--- config.mk ---
export PLATFORM = sky130hd
export DESIGN_NAME = dsi_xfer_ctrl
export DESIGN_NICKNAME = d
export VERILOG_FILES = /design/src/rtl/dsi_pkg.sv /design/src/rtl/dsi_trig_sync.sv /design/src/rtl/dsi_cfg_calc.sv /design/src/rtl/dsi_start_arb.sv /design/src/rtl/dsi_shifter.sv /design/src/rtl/dsi_xfer_ctrl.sv
export SDC_FILE = /design/constraint.sdc
export NUM_CORES = 1
export LEC_CHECK = 0
export CORE_MARGIN = 8
export CORE_UTILIZATION = 52
export CTS_BUF_LIST = sky130_fd_sc_hd__clkbuf_8
export CTS_CLUSTER_DIAMETER = 50
export DETAILED_ROUTE_END_ITERATION = 12
export HOLD_SLACK_MARGIN = 0.03
export PLACE_DENSITY = 0.77
export SLEW_MARGIN = 20
export SYNTH_ARGS = -nofsm -noshare
export SYNTH_HDL_FRONTEND = slang
export SYNTH_SLANG_ARGS = --single-unit
--- constraint.sdc ---
create_clock -name clk_i -period 4.7 [get_ports clk_i]
set_input_delay 1.41 -clock clk_i [delete_from_list [all_inputs] [get_ports clk_i]]
set_output_delay 1.41 -clock clk_i [all_outputs]
set_load 0.005 [all_outputs]
--- src/rtl/dsi_pkg.sv ---
package dsi_pkg;
  typedef enum logic [1:0] {
    START_NONE = 2'd0,
    START_PEND = 2'd1,
    START_TRIG = 2'd2,
    START_CHG  = 2'd3
  } start_src_e;
endpackage

--- src/rtl/dsi_trig_sync.sv ---
module dsi_trig_sync (
  input  logic clk_i,
  input  logic rst_ni,
  input  logic trig_i,
  input  logic pol_i,
  input  logic en_i,
  output logic edge_o
);
  logic [2:0] sync_q;

  always_ff @(posedge clk_i or negedge rst_ni) begin
    if (!rst_ni) sync_q <= '0;
    else         sync_q <= {sync_q[1:0], trig_i};
  end

  logic rise, fall;
  assign rise   = sync_q[1] & ~sync_q[2];
  assign fall   = ~sync_q[1] & sync_q[2];
  assign edge_o = en_i & (pol_i ? rise : fall);
endmodule

--- src/rtl/dsi_cfg_calc.sv ---
module dsi_cfg_calc #(
  parameter int unsigned MCNT_W = 6,
  parameter int unsigned FSZ_W  = 4,
  parameter int unsigned FB_W   = 6,
  parameter int unsigned SC_W   = 7
) (
  input  logic [FSZ_W-1:0]  fsize_i,
  input  logic              fsize_ext_i,
  input  logic [MCNT_W-1:0] mcnt_i,
  input  logic              mto_en_i,
  input  logic              tsb_en_i,
  output logic [FB_W-1:0]   frame_bits_o,
  output logic [SC_W-1:0]   sck_cnt_o,
  output logic              cfg_err_o
);
  logic [SC_W-1:0] mto_cnt, frame_w;

  always_comb begin
    frame_bits_o = FB_W'(fsize_i) + FB_W'(1) + (fsize_ext_i ? FB_W'(16) : FB_W'(0));
    frame_w      = SC_W'(frame_bits_o);
    mto_cnt      = SC_W'(mcnt_i) + SC_W'(1);
    if (mto_en_i && !tsb_en_i) sck_cnt_o = mto_cnt;
    else                       sck_cnt_o = frame_w;
    cfg_err_o = mto_en_i && (tsb_en_i || (mto_cnt < frame_w));
  end
endmodule

--- src/rtl/dsi_start_arb.sv ---
module dsi_start_arb
  import dsi_pkg::*;
#(
  parameter int unsigned DATA_W = 32
) (
  input  logic              clk_i,
  input  logic              rst_ni,
  input  logic              trig_edge_i,
  input  logic              cid_en_i,
  input  logic [DATA_W-1:0] cur_word_i,
  input  logic [DATA_W-1:0] last_word_i,
  input  logic              busy_i,
  input  logic              cfg_err_i,
  output logic              start_o
);
  logic       pend_q;
  start_src_e src;

  always_comb begin
    src = START_NONE;
    if (!busy_i && !cfg_err_i) begin
      if (pend_q)                                    src = START_PEND;
      else if (trig_edge_i)                          src = START_TRIG;
      else if (cid_en_i && cur_word_i != last_word_i) src = START_CHG;
    end
    start_o = (src != START_NONE);
  end

  // edges during a frame wait; an edge coinciding with a start is absorbed
  always_ff @(posedge clk_i or negedge rst_ni) begin
    if (!rst_ni)                   pend_q <= 1'b0;
    else if (busy_i && trig_edge_i) pend_q <= 1'b1;
    else if (src == START_PEND)    pend_q <= 1'b0;
  end
endmodule

--- src/rtl/dsi_shifter.sv ---
module dsi_shifter #(
  parameter int unsigned DATA_W = 32,
  parameter int unsigned FB_W   = 6,
  parameter int unsigned SC_W   = 7
) (
  input  logic              clk_i,
  input  logic              rst_ni,
  input  logic              start_i,
  input  logic [DATA_W-1:0] word_i,
  input  logic [FB_W-1:0]   frame_bits_i,
  input  logic [SC_W-1:0]   sck_cnt_i,
  output logic              sout_o,
  output logic              bit_vld_o,
  output logic              busy_o,
  output logic              done_o,
  output logic [DATA_W-1:0] last_o
);
  localparam int unsigned SH_W = $clog2(DATA_W + 1) + 1;

  logic [DATA_W-1:0] sreg_q, tx_q, last_q;
  logic [SC_W-1:0]   cnt_q;
  logic              busy_q, done_q;
  logic [SH_W-1:0]   sh_amt;

  assign sh_amt = SH_W'(DATA_W) - SH_W'(frame_bits_i);

  always_ff @(posedge clk_i or negedge rst_ni) begin
    if (!rst_ni) begin
      sreg_q <= '0;
      tx_q   <= '0;
      last_q <= '0;
      cnt_q  <= '0;
      busy_q <= 1'b0;
      done_q <= 1'b0;
    end else begin
      done_q <= 1'b0;
      if (busy_q) begin
        sreg_q <= sreg_q << 1;
        cnt_q  <= cnt_q - SC_W'(1);
        if (cnt_q == SC_W'(1)) begin
          busy_q <= 1'b0;
          done_q <= 1'b1;
          last_q <= tx_q;
        end
      end else if (start_i) begin
        busy_q <= 1'b1;
        cnt_q  <= sck_cnt_i;
        tx_q   <= word_i;
        sreg_q <= word_i << sh_amt;
      end
    end
  end

  assign sout_o    = busy_q & sreg_q[DATA_W-1];
  assign bit_vld_o = busy_q;
  assign busy_o    = busy_q;
  assign done_o    = done_q;
  assign last_o    = last_q;
endmodule

--- src/rtl/dsi_xfer_ctrl.sv ---
module dsi_xfer_ctrl #(
  parameter int unsigned DATA_W = 32,
  parameter int unsigned MCNT_W = 6,
  parameter int unsigned FSZ_W  = 4,
  localparam int unsigned FMAX  = (1 << FSZ_W) + 16,
  localparam int unsigned CMAX  = ((1 << MCNT_W) > FMAX) ? (1 << MCNT_W) : FMAX,
  localparam int unsigned FB_W  = $clog2(FMAX + 1),
  localparam int unsigned SC_W  = $clog2(CMAX + 1)
) (
  input  logic              clk_i,
  input  logic              rst_ni,
  input  logic [DATA_W-1:0] pins_i,
  input  logic [DATA_W-1:0] alt_i,
  input  logic              src_sel_i,
  input  logic              trig_i,
  input  logic              trig_en_i,
  input  logic              trig_pol_i,
  input  logic              cid_en_i,
  input  logic              mto_en_i,
  input  logic              tsb_en_i,
  input  logic [MCNT_W-1:0] mcnt_i,
  input  logic [FSZ_W-1:0]  fsize_i,
  input  logic              fsize_ext_i,
  output logic [FB_W-1:0]   frame_bits_o,
  output logic [SC_W-1:0]   sck_cnt_o,
  output logic              cfg_err_o,
  output logic              sout_o,
  output logic              bit_vld_o,
  output logic              busy_o,
  output logic              done_o
);
  logic [DATA_W-1:0] snap_q, cur_word, last_word;
  logic              trig_edge, start;

  always_ff @(posedge clk_i or negedge rst_ni) begin
    if (!rst_ni) snap_q <= '0;
    else         snap_q <= pins_i;
  end

  assign cur_word = src_sel_i ? alt_i : snap_q;

  dsi_trig_sync u_sync (
    .clk_i  (clk_i),
    .rst_ni (rst_ni),
    .trig_i (trig_i),
    .pol_i  (trig_pol_i),
    .en_i   (trig_en_i),
    .edge_o (trig_edge)
  );

  dsi_cfg_calc #(
    .MCNT_W (MCNT_W),
    .FSZ_W  (FSZ_W),
    .FB_W   (FB_W),
    .SC_W   (SC_W)
  ) u_cfg (
    .fsize_i      (fsize_i),
    .fsize_ext_i  (fsize_ext_i),
    .mcnt_i       (mcnt_i),
    .mto_en_i     (mto_en_i),
    .tsb_en_i     (tsb_en_i),
    .frame_bits_o (frame_bits_o),
    .sck_cnt_o    (sck_cnt_o),
    .cfg_err_o    (cfg_err_o)
  );

  dsi_start_arb #(.DATA_W(DATA_W)) u_arb (
    .clk_i       (clk_i),
    .rst_ni      (rst_ni),
    .trig_edge_i (trig_edge),
    .cid_en_i    (cid_en_i),
    .cur_word_i  (cur_word),
    .last_word_i (last_word),
    .busy_i      (busy_o),
    .cfg_err_i   (cfg_err_o),
    .start_o     (start)
  );

  dsi_shifter #(
    .DATA_W (DATA_W),
    .FB_W   (FB_W),
    .SC_W   (SC_W)
  ) u_shift (
    .clk_i        (clk_i),
    .rst_ni       (rst_ni),
    .start_i      (start),
    .word_i       (cur_word),
    .frame_bits_i (frame_bits_o),
    .sck_cnt_i    (sck_cnt_o),
    .sout_o       (sout_o),
    .bit_vld_o    (bit_vld_o),
    .busy_o       (busy_o),
    .done_o       (done_o),
    .last_o       (last_word)
  );
endmodule

==> results of run 1 <==
-- through the flow --
step | utilization (%) | TNS, ps
after global routing | 66.0 | 0
after detailed placement | 62.4 | -2110
final | 66.0 | 0
after floorplan | - | 0
after CTS | 65.3 | -95.2
after global placement | 62.4 | -865
-- repair_timing --
item | CTS | global route
gates cloned | 0 | 0
buffers inserted | 1 | 0
resized for setup | 18 | 23
endpoints found under the setup margin | 4 | 4
pin swaps | 8 | 7
-- worst max-delay path, stage by stage --
cell             delay (ps)
dlygate4sd2_1           230
ha_2                    220
xor2_2                  200
ha_4                    240
a21o_1                  190
a31oi_2                 200
o21a_1                  200
and2_4                  160
clkdlybuf4s15_2         200
-- cell usage after synthesis (2+ instances only) --
| master | instances |
|---|---|
| a22o_1 | 5 |
| a211o_1 | 3 |
| clkinv_1 | 2 |
| buf_4 | 5 |
| nor4_1 | 2 |
| nor3_1 | 12 |
| nand3_1 | 11 |
| o21ai_0 | 59 |
| mux2i_2 | 8 |
| nand2b_1 | 29 |
| o221a_2 | 2 |
| xor2_1 | 36 |
| and3b_1 | 2 |
| o31ai_1 | 13 |
| mux2i_4 | 2 |
| a31o_2 | 6 |
| or3_1 | 4 |
| a22oi_1 | 11 |
| mux4_2 | 19 |
| nor2b_1 | 5 |
| dfrtp_1 | 141 |
| buf_2 | 7 |
| o21a_1 | 7 |
| a211oi_1 | 6 |
| a31oi_1 | 5 |
| inv_1 | 11 |
| buf_6 | 7 |
| a21oi_1 | 21 |
| o211ai_1 | 25 |
| a221oi_1 | 5 |
| and3_1 | 5 |
| mux2i_1 | 41 |
| nand4_1 | 12 |
| ha_1 | 12 |
| nand2_1 | 70 |
| a31o_1 | 5 |
| mux2_2 | 39 |
| nor2_1 | 32 |
| o31a_1 | 2 |
| or2_2 | 2 |
| nor3b_1 | 2 |
| clkbuf_1 | 32 |
| xnor2_1 | 9 |
| and2_1 | 7 |
-- sequential cells by signal (all words and copies together), names as in the netlist --
signal / cells
snap_q: 32
u_sync.sync_q: 3
u_shift.done_o: 1
u_shift.cnt_q: 7
u_shift.sreg_q: 32
u_arb.pend_q: 1
u_shift.bit_vld_o: 1
u_shift.tx_q: 32
u_shift.last_o: 32
-- where the power goes --
group / switching (mW) / total [mW] / leakage (nW) / internal (mW)
logic: 0.609 / 1.22 / 2.68 / 0.610
registers: 0.164 / 1.66 / 1.80 / 1.50
clock network: 0.514 / 0.972 / 0.196 / 0.458
-- layout by cell type (no fill, tap or decap), types with 12 or more instances in the layout --
master           netlist  final
a21oi_1               21     21
buf_4                  5     75
clkbuf_8               0     19
clkdlybuf4s50_1        0     88
dfrtp_1              141    140
mux2_2                39     39
mux2i_1               41     41
mux4_2                19     19
nand2_1               70     70
nand2b_1              29     28
nand4_1               12     12
nor2_1                32     32
o211ai_1              25     25
o21ai_0               59     59
o31ai_1               13     13
xor2_1                36     34
-- routing by layer --
layer / GRT usage [%] / up-vias
met5: 0 / -
met4: 10.2 / 0
met3: 4.07 / 40
met2: 35.3 / 205
met1: 27.8 / 3220
li1: - / 3114
-- worst paths after layout --
path                                  start                to  slack (ps)
hold / removal             u_sync.sync_q[0]  u_sync.sync_q[1]         350
max in group asynchronous            rst_ni  u_shift.tx_q[11]        2810
setup / recovery                  mcnt_i[1]         cfg_err_o          40
hold reg to reg            u_sync.sync_q[0]  u_sync.sync_q[1]         350
min in group asynchronous            rst_ni      u_arb.pend_q        1000
setup reg to reg                 snap_q[18]  u_shift.tx_q[12]        1960
-- logic make-up after synthesis --
family / share of synthesized area (%)
xor gates and xnor gates: 4.82
adders and majority gates: 1.83
buffers and inverters: 4.20
muxes: 17.6
AOI/OAI and AO/OA: 15.8
DFF: 43.1
and+or+nand+nor: 12.5
-- area by class of cell --
class                           instances  area [µm²]
Fill cell                            1209        5330
Multi-Input combinational cell        562        4480
Sequential cell                       141        3530
Timing Repair Buffer                  178        1600
Tap cell                              216         270
Clock buffer                           19         262
Clock inverter                         13         128
Inverter                               14        52.6
==> metrics, run 1 <==
Die W=between 100 and 150 µm; fin nets=about 1000; maxcap violations=0; I/O pin total=102; setup violators final=0; CTS Buffer Depth=2; status=completed; design area=0.0103 mm²; M1 wire length=slightly above 9000 µm; share of the synthesized area in the top cell type=between 40 and 50%; detailed placement HPWL=15500 µm; Post-route DRC=0; Met2 Wirelength=10200 µm; Die Y=141 µm; final hold vios=0; Least-Margin Pin Slew=between 800 and 900 ps; initial core utilization=52.3%; Crit Path Class=in -> out; Congestion Overflow GR=0; Mapped Area=0.00818 mm²; RePlAce Congestion=0.901; Post-synth EDFFs=0; Yosys cell types=73; Leakage=4.68 nW; CORE AREA=0.0157 mm²; Rel. slew slack=46.0%; TritonCTS Sinks=about 140; Top FF cell, synth=dfrtp_1; share of cells above drive strength 1=24.2%; CP max FO=2; Detailed Route WL=21100 µm; Startpoint Class=input port; hold_ws=354 ps; Worst Skew=13.3 ps; Clock Pin Slew Worst Setup and Hold Paths=80 ps; fmax=0.214 GHz; Synth-to-Final Area Change=26.2%; top cell type by total area after synthesis=dfrtp_1; Arr. time, crit path=3250 ps; initial DRC count=469; Power Dens Cells=373 mW/mm²; Worst VDD drop=0.255 mV; RSZ-0062 raised after global routing=false; DR pass1 iterations=8; Overall Global Routing Usage=21.8%; clock latency on the worst-skew pair=460 ps; Synth Net Count=866; worst r2r path cells=9; Vias=6579; vias per cell=5.76; post-synthesis sequential area ratio=43.1%; Met3 Wirelength=989 µm; Post-DP Area=0.00977 mm²; Top Metal Used=met4; Final Cycle Share=between 90 and 100%; CTS root buf=clkbuf_8; Final Non-Filler Cells=approximately 1100; CTS Buf Count=17; Placed Cells=between 1000 and 1500; site row count=46; Avg Cell Area, Syn=10.6 µm²; CTS Hold Bufs=0; IO Port Bufs=101; top cells by area, synth=dfrtp_1 (43%), mux2_2 (5.4%), mux4_2 (5.2%); CTS tree=done; max-slew violation count=0; critical path capture point type=primary output; global-route wire length before repair=~34000 µm; WL/cell=18.5 µm; yosys warns=0; ys async rst share=100%; Hold/Removal Path Class=reg -> reg; n_diodes=0; total power=about 3.9 mW; die area=0.0200 mm²; register bit total from synthesis=141; ANT nets after route=0; crit path time final=4660 ps; pre-CTS setup slack=-606 ps; Cells after Synth=770; htree depth=4; number of global-route vias before repair=6801; Worst Hold Path Cells=0; setup ws final=38.0 ps; Worst Path Required=3290 ps; pin count of the biggest net entering global routing=89; initial antenna violation count=0
Power figures use the tool's default switching activity.
==> run 2: changes to the inputs <==
Settings changed: SYNTH_HIERARCHICAL set to 1.
==> run 2 against run 1 <==
Effect of this change: total power up 3.0%; maximum frequency up 0.52%; clock power up 0.9%; hold slack worse by 0.72 ps.
==> metrics, run 2 <==
Reg area=0.00353 mm²; Final Non-Filler Cells=1056; Avg Cell Area, Syn=11.7 µm²; Multi-input gate area=between 0.004 and 0.005 mm²; CTS Buf Count=17; Placed Cells=slightly above 1000; CP cell instances=clkdlybuf4s50_1 > buf_4 > xnor2_1 > ha_1 > a21oi_1 > a21oi_1 > nor3b_2 > buf_2; detailed placement HPWL=15300 µm; CORE AREA=0.0153 mm²; Rel. slew slack=a little over two fifths; pin count of the biggest net entering global routing=93; Final Cycle Share=98.7%; Die Y=between 100 and 150 µm; most common cell after layout, fill and taps aside=dfrtp_1; initial antenna violation count=0; Worst VDD drop=0.313 mV; status=completed; Detailed Route WL=20700 µm; Crit Path Class=in -> out; total power=3.97 mW; die area=0.0199 mm²; sequential fraction of design power=a little over two fifths; CTS tree=done; CTS root buf=clkbuf_8; count leader, synth=dfrtp_1; fin nets=927; Post-DP Area=0.00957 mm²; top cells by area, synth=dfrtp_1 (43%), mux2_2 (11%), mux2_4 (5.5%); Net Switching=1.34 mW; crit path time final=about 4600 ps; initial core utilization=a little over half; Net Sw Frac=between 30 and 40%; Met3 Wirelength=1150 µm; Met2 Wirelength=roughly 10000 µm; htree depth=4; RePlAce Congestion=around 0.89; Comb pwr share=32.0%; critical path capture point type=primary output; Hold/Removal Path Class=reg -> reg; yosys warns=6; commonest cells after routing, fill and taps aside=dfrtp_1 (140), clkdlybuf4s50_1 (88), mux2_2 (80), buf_4 (58), a21oi_1 (46); Clock Pin Slew Worst Setup and Hold Paths=80 ps; Startpoint Class=input port; Top FF cell, synth=dfrtp_1; CP max FO=2; Vias=6118; Top Metal Used=met4; final hold vios=0; n_diodes=0; Power Dens Cells=393 mW/mm²; number of global-route vias before repair=6380; Int Power=2.63 mW; top cell type by total area after synthesis=dfrtp_1; post-synthesis sequential area ratio=43.3%; critical path's slowest cell=clkdlybuf4s50_1; Least-Margin Pin Slew=844 ps; critical path's most frequent cell=a21oi_1; fmax=0.216 GHz; global-route wire length before repair=roughly 33000 µm; Synth Net Count=791; vias per cell=5.79; Die W=about 140 µm; Post-synth top cells=dfrtp_1 (141), mux2_2 (80), a21oi_1 (49); Congestion Overflow GR=0; maxcap violations=0; setup violators final=0; site row count=45; I/O pin total=102; ys async rst share=between 90% and 100%; Yosys cell types=64; Post-route DRC=0; Mapped Area=0.00815 mm²; clock latency on the worst-skew pair=460 ps; M1 wire length=8820 µm; clock share of power=24.7%; TritonCTS Sinks=141; Worst Skew=12.4 ps; Layout Utilization=66.3%; ANT nets after route=0; Leakage=between 4 and 5 nW; WL/cell=about 20 µm; # fillers=about 1200; Fin Setup TNS=0 ps; Worst Path Required=3290 ps; share of cells above drive strength 1=29.9%; Synth-to-Final Area Change=24.0%; register bit total from synthesis=approximately 140; initial DRC count=369; IO Port Bufs=101; Worst path max stage delay=420 ps; DR pass1 iterations=5; share of the synthesized area in the top cell type=43.3%; Overall Global Routing Usage=21.0%; Arr. time, crit path=3230 ps; Post-synth EDFFs=0; design area=0.0101 mm²; max-slew violation count=0; Cells after Synth=696; CTS Buffer Depth=2
run 2: stage by stage:
step	setup slack, ps	hold slack, ps
after global routing	-28.8	366
after detailed placement	-620	336
after global placement	-578	338
after CTS	-105	354
final	62.3	353
after floorplan	85.0	331
run 2: path summary, 6_finish.rpt:
| path | end | start | slack (ps) | cells past startpoint |
|---|---|---|---|---|
| max | cfg_err_o | fsize_i[2] | 60 | 8 |
| min | u_sync/sync_q[1] | u_sync/sync_q[0] | 350 | 0 |
| max reg2reg | u_shift/sreg_q[22] | snap_q[6] | 1540 | 14 |
| min reg2reg | u_sync/sync_q[1] | u_sync/sync_q[0] | 350 | 0 |
| max in group asynchronous | u_shift/tx_q[7] | rst_ni | 2790 | 2 |
| min in group asynchronous | u_shift/cnt_q[3] | rst_ni | 1010 | 1 |
run 2: power by group through the flow:
stage | Combinational, mW | Clock, mW | Sequential [mW]
3_5_place_dp | 1.25 | 0 | 1.74
4_1_cts | 1.26 | 1.00 | 1.71
2_1_floorplan | 0.893 | 0 | 1.65
6_report | 1.27 | 0.981 | 1.72
3_3_place_gp | 1.22 | 0 | 1.70
5_1_grt | 1.38 | 1.06 | 1.75
run 2: critical path, delay by kind of cell:
family	cells	cell delay, ps
AOI/OAI and AO/OA	2	290
xor gates and xnor gates	1	260
and+or+nand+nor	1	210
buffers and inverters	3	740
adders and majority gates	1	310
run 2: cell families after synthesis:
logic type      share of synthesized area (%)
compound gates                           10.5
xor+xnor                                 5.57
fa+ha+maj                                1.69
simple gates                             10.2
buf+inv                                  4.30
mux                                      24.5
flops                                    43.3
run 2: cell type report:
cell class | instances | share of cell area (%)
Sequential cell | 141 | 34.9
Clock buffer | 20 | 2.72
Multi-Input combinational cell | 497 | 43.3
Tap cell | 211 | 2.61
Inverter | 14 | 0.520
Clock inverter | 12 | 1.20
Timing Repair Buffer | 161 | 14.7
run 2: timing repair:
action                                  in CTS  in global routing
pin swaps                                    6                  6
setup buffers                                3                  3
endpoints found under the hold margin        0                  0
hold buffers                                 0                  0
endpoints found under the setup margin       5                 25
gates resized for setup                     15                 15
run 2: routing by layer:
| metal | vias up | track usage [%] |
|---|---|---|
| met5 | - | 0 |
| met3 | 29 | 4.49 |
| met4 | 0 | 7.18 |
| met2 | 190 | 35.5 |
| met1 | 3089 | 26.3 |
| li1 | 2810 | - |
==> run 3: changes to the inputs <==
Settings changed: RECOVER_POWER set to 25.
==> run 3 against run 2 <==
Effect of this change: the run now ends with capacitance limit, slew limit left; final area is essentially flat; clock power is essentially flat; sequential share of layout area is essentially flat; largest cell class unchanged; total power shrank 0.12%; sequential power is essentially flat; die area is the same; utilization is essentially flat; first-iteration DRC count is the same; critical path type unchanged; maximum frequency grew 0.10%; worst setup slack gained 4.7 ps.
==> metrics, run 3 (synthesis gave the netlist of run 2 again) <==
status=finished, violations left; failing checks=capacitance limit, slew limit; initial DRC count=369; FF-to-FF setup slack=1540 ps; max-slew violation count=93; Detailed Route WL=20700 µm; CP endpoint=cfg_err_o; clock share of power=approximately 25%; Congestion Overflow GR=0; global-route wire length before repair=33100 µm; CP max FO=2; most common cell after layout, fill and taps aside=dfrtp_1; Die Y=~140 µm; number of global-route vias before repair=6380; Worst R2R Start=snap_q[6]; worst r2r path cells=14; die area=0.0199 mm²; I/O pin total=102; Rel. slew slack=-52.6%; Clock Pin Slew Worst Setup and Hold Paths=80 ps; worst path bufs/invs=3; n_diodes=0; vias per cell=5.79; M1 wire length=8890 µm; commonest cells after routing, fill and taps aside=dfrtp_1 (140), mux2_2 (80), buf_4 (58), clkdlybuf4s50_1 (55), a21oi_1 (46); Post-DP Area=0.00957 mm²; Hold/Removal Path Class=reg -> reg; clock latency on the worst-skew pair=450 ps; Power Dens Cells=392 mW/mm²; Vias=6119; critical path's most frequent cell=a21oi_1; Comb pwr share=31.9%; htree depth=4; Crit Path Class=in -> out; Synth-to-Final Area Change=24.0%; Arr. time, crit path=3220 ps; Worst Skew=11.6 ps; final hold vios=0; sequential fraction of design power=43.4%; CP delay by family, top=buffers and inverters; IO Port Bufs=101; Setup crit start=fsize_i[2]; Net Switching=1.34 mW; Worst Hold Path Cells=0; Least-Margin Pin Slew=approximately 2300 ps; Worst Path Required=3290 ps; Met3 Wirelength=1070 µm; Met2 Wirelength=10300 µm; critical path capture point type=primary output; CTS Hold Bufs=0; hold_ws=353 ps; CTS Buf Count=17; CP cell instances=clkdlybuf4s50_1 > buf_4 > xnor2_1 > ha_1 > a21oi_1 > a21oi_1 > nor3b_2 > buf_2; Post-route DRC=0; Final Cycle Share=98.6%; TritonCTS Sinks=~140; Worst VDD drop=between 0.3 and 0.4 mV; CTS root buf=clkbuf_8; crit path time final=4630 ps; ANT nets after route=0; design area=0.0101 mm²; detailed placement HPWL=around 15000 µm; CORE AREA=about 0.015 mm²; maxcap violations=1; pin count of the biggest net entering global routing=93; fmax=0.216 GHz; Worst path max stage delay=420 ps; site row count=between 40 and 50; WP depth=8; Top Metal Used=met4; critical path's slowest cell=clkdlybuf4s50_1; Net Sw Frac=33.7%; CTS tree=done; RePlAce Congestion=0.885; DR pass1 iterations=5; setup violators final=0; Leakage=4.54 nW; Overall Global Routing Usage=21.0%; fin nets=927; initial antenna violation count=0; initial core utilization=53.4%; Startpoint Class=input port; reg2reg end=u_shift/sreg_q[22]; share of cells above drive strength 1=29.9%; CTS Buffer Depth=2; Int Power=2.63 mW; WL/cell=19.6 µm; Die W=141 µm
==> run 3: cell count changes in the layout (fill, tap and decap cells not counted) <==
| cell | previous run | this run |
|---|---|---|
| dlygate4sd3_1 | 0 | 33 |
| clkbuf_2 | 0 | 1 |
| clkdlybuf4s50_1 | 88 | 55 |
| buf_6 | 1 | 0 |
==> run 3: layer usage <==
metal / up-vias / track usage, %
met2: 172 / 35.5
li1: 2812 / -
met1: 3106 / 26.3
met3: 29 / 4.49
met5: - / 0
met4: 0 / 7.18
==> run 3: worst min path at each step <==
stage | slack [ps] | start | endpoint
after floorplan | 330 | u_sync/sync_q[0] | u_sync/sync_q[1]
after global placement | 340 | u_sync/sync_q[0] | u_sync/sync_q[1]
after detailed placement | 340 | u_sync/sync_q[0] | u_sync/sync_q[1]
after CTS | 350 | u_sync/sync_q[0] | u_sync/sync_q[1]
after global routing | 370 | u_sync/sync_q[0] | u_sync/sync_q[1]
final | 350 | u_sync/sync_q[0] | u_sync/sync_q[1]
==> run 3: stage by stage <==
stage | total power, mW | setup WS (ps) | utilization [%] | std cells | setup TNS [ps]
CTS | 3.98 | -105 | 65.7 | 1053 | -105
finish | 3.97 | 66.9 | 66.2 | 1056 | 0
detailed placement | 2.99 | -620 | 62.7 | 1018 | -19820
global placement | 2.92 | -578 | 62.7 | 1018 | -13870
floorplan | 2.55 | 85.0 | - | 696 | 0
global route | 4.18 | -28.8 | 66.2 | 1056 | -28.8
==> run 3: area by class of cell <==
cell class / count / area [µm²]
fillers: 1173 / 5150
multi-input cells: 497 / 4380
flip-flops and latches: 141 / 3530
repair buffers: 161 / 1480
clock buffers: 20 / 275
well taps: 211 / 264
clock inverters: 12 / 121
inverters: 14 / 52.6
==> run 3: worst reg2reg max path, cell delays in order, from the launching register on <==
cell      delay (ps)
dfrtp_1          370
mux2_4           320
xor2_1           170
nor4_1           380
nand4_1          210
o211ai_1         320
o31ai_4          120
nand2b_1         160
and4bb_2         290
nor2_1           130
buf_4            150
nor2_2            40
buf_4            170
a32oi_1          170
nand2_1           70
==> run 3: power groups by stage <==
stage / registers, mW / clock network [mW] / logic [mW]
floorplan: 1.65 / 0 / 0.893
global placement: 1.70 / 0 / 1.22
detailed placement: 1.74 / 0 / 1.25
CTS: 1.71 / 1.00 / 1.26
global route: 1.75 / 1.06 / 1.37
finish: 1.72 / 0.980 / 1.27
==> run 3: timing repair <==
action / in CTS / in global routing
cloned: 0 / 0
resized for setup: 15 / 15
setup endpoints to repair: 5 / 25
setup buffers: 3 / 3
pin swaps: 6 / 6
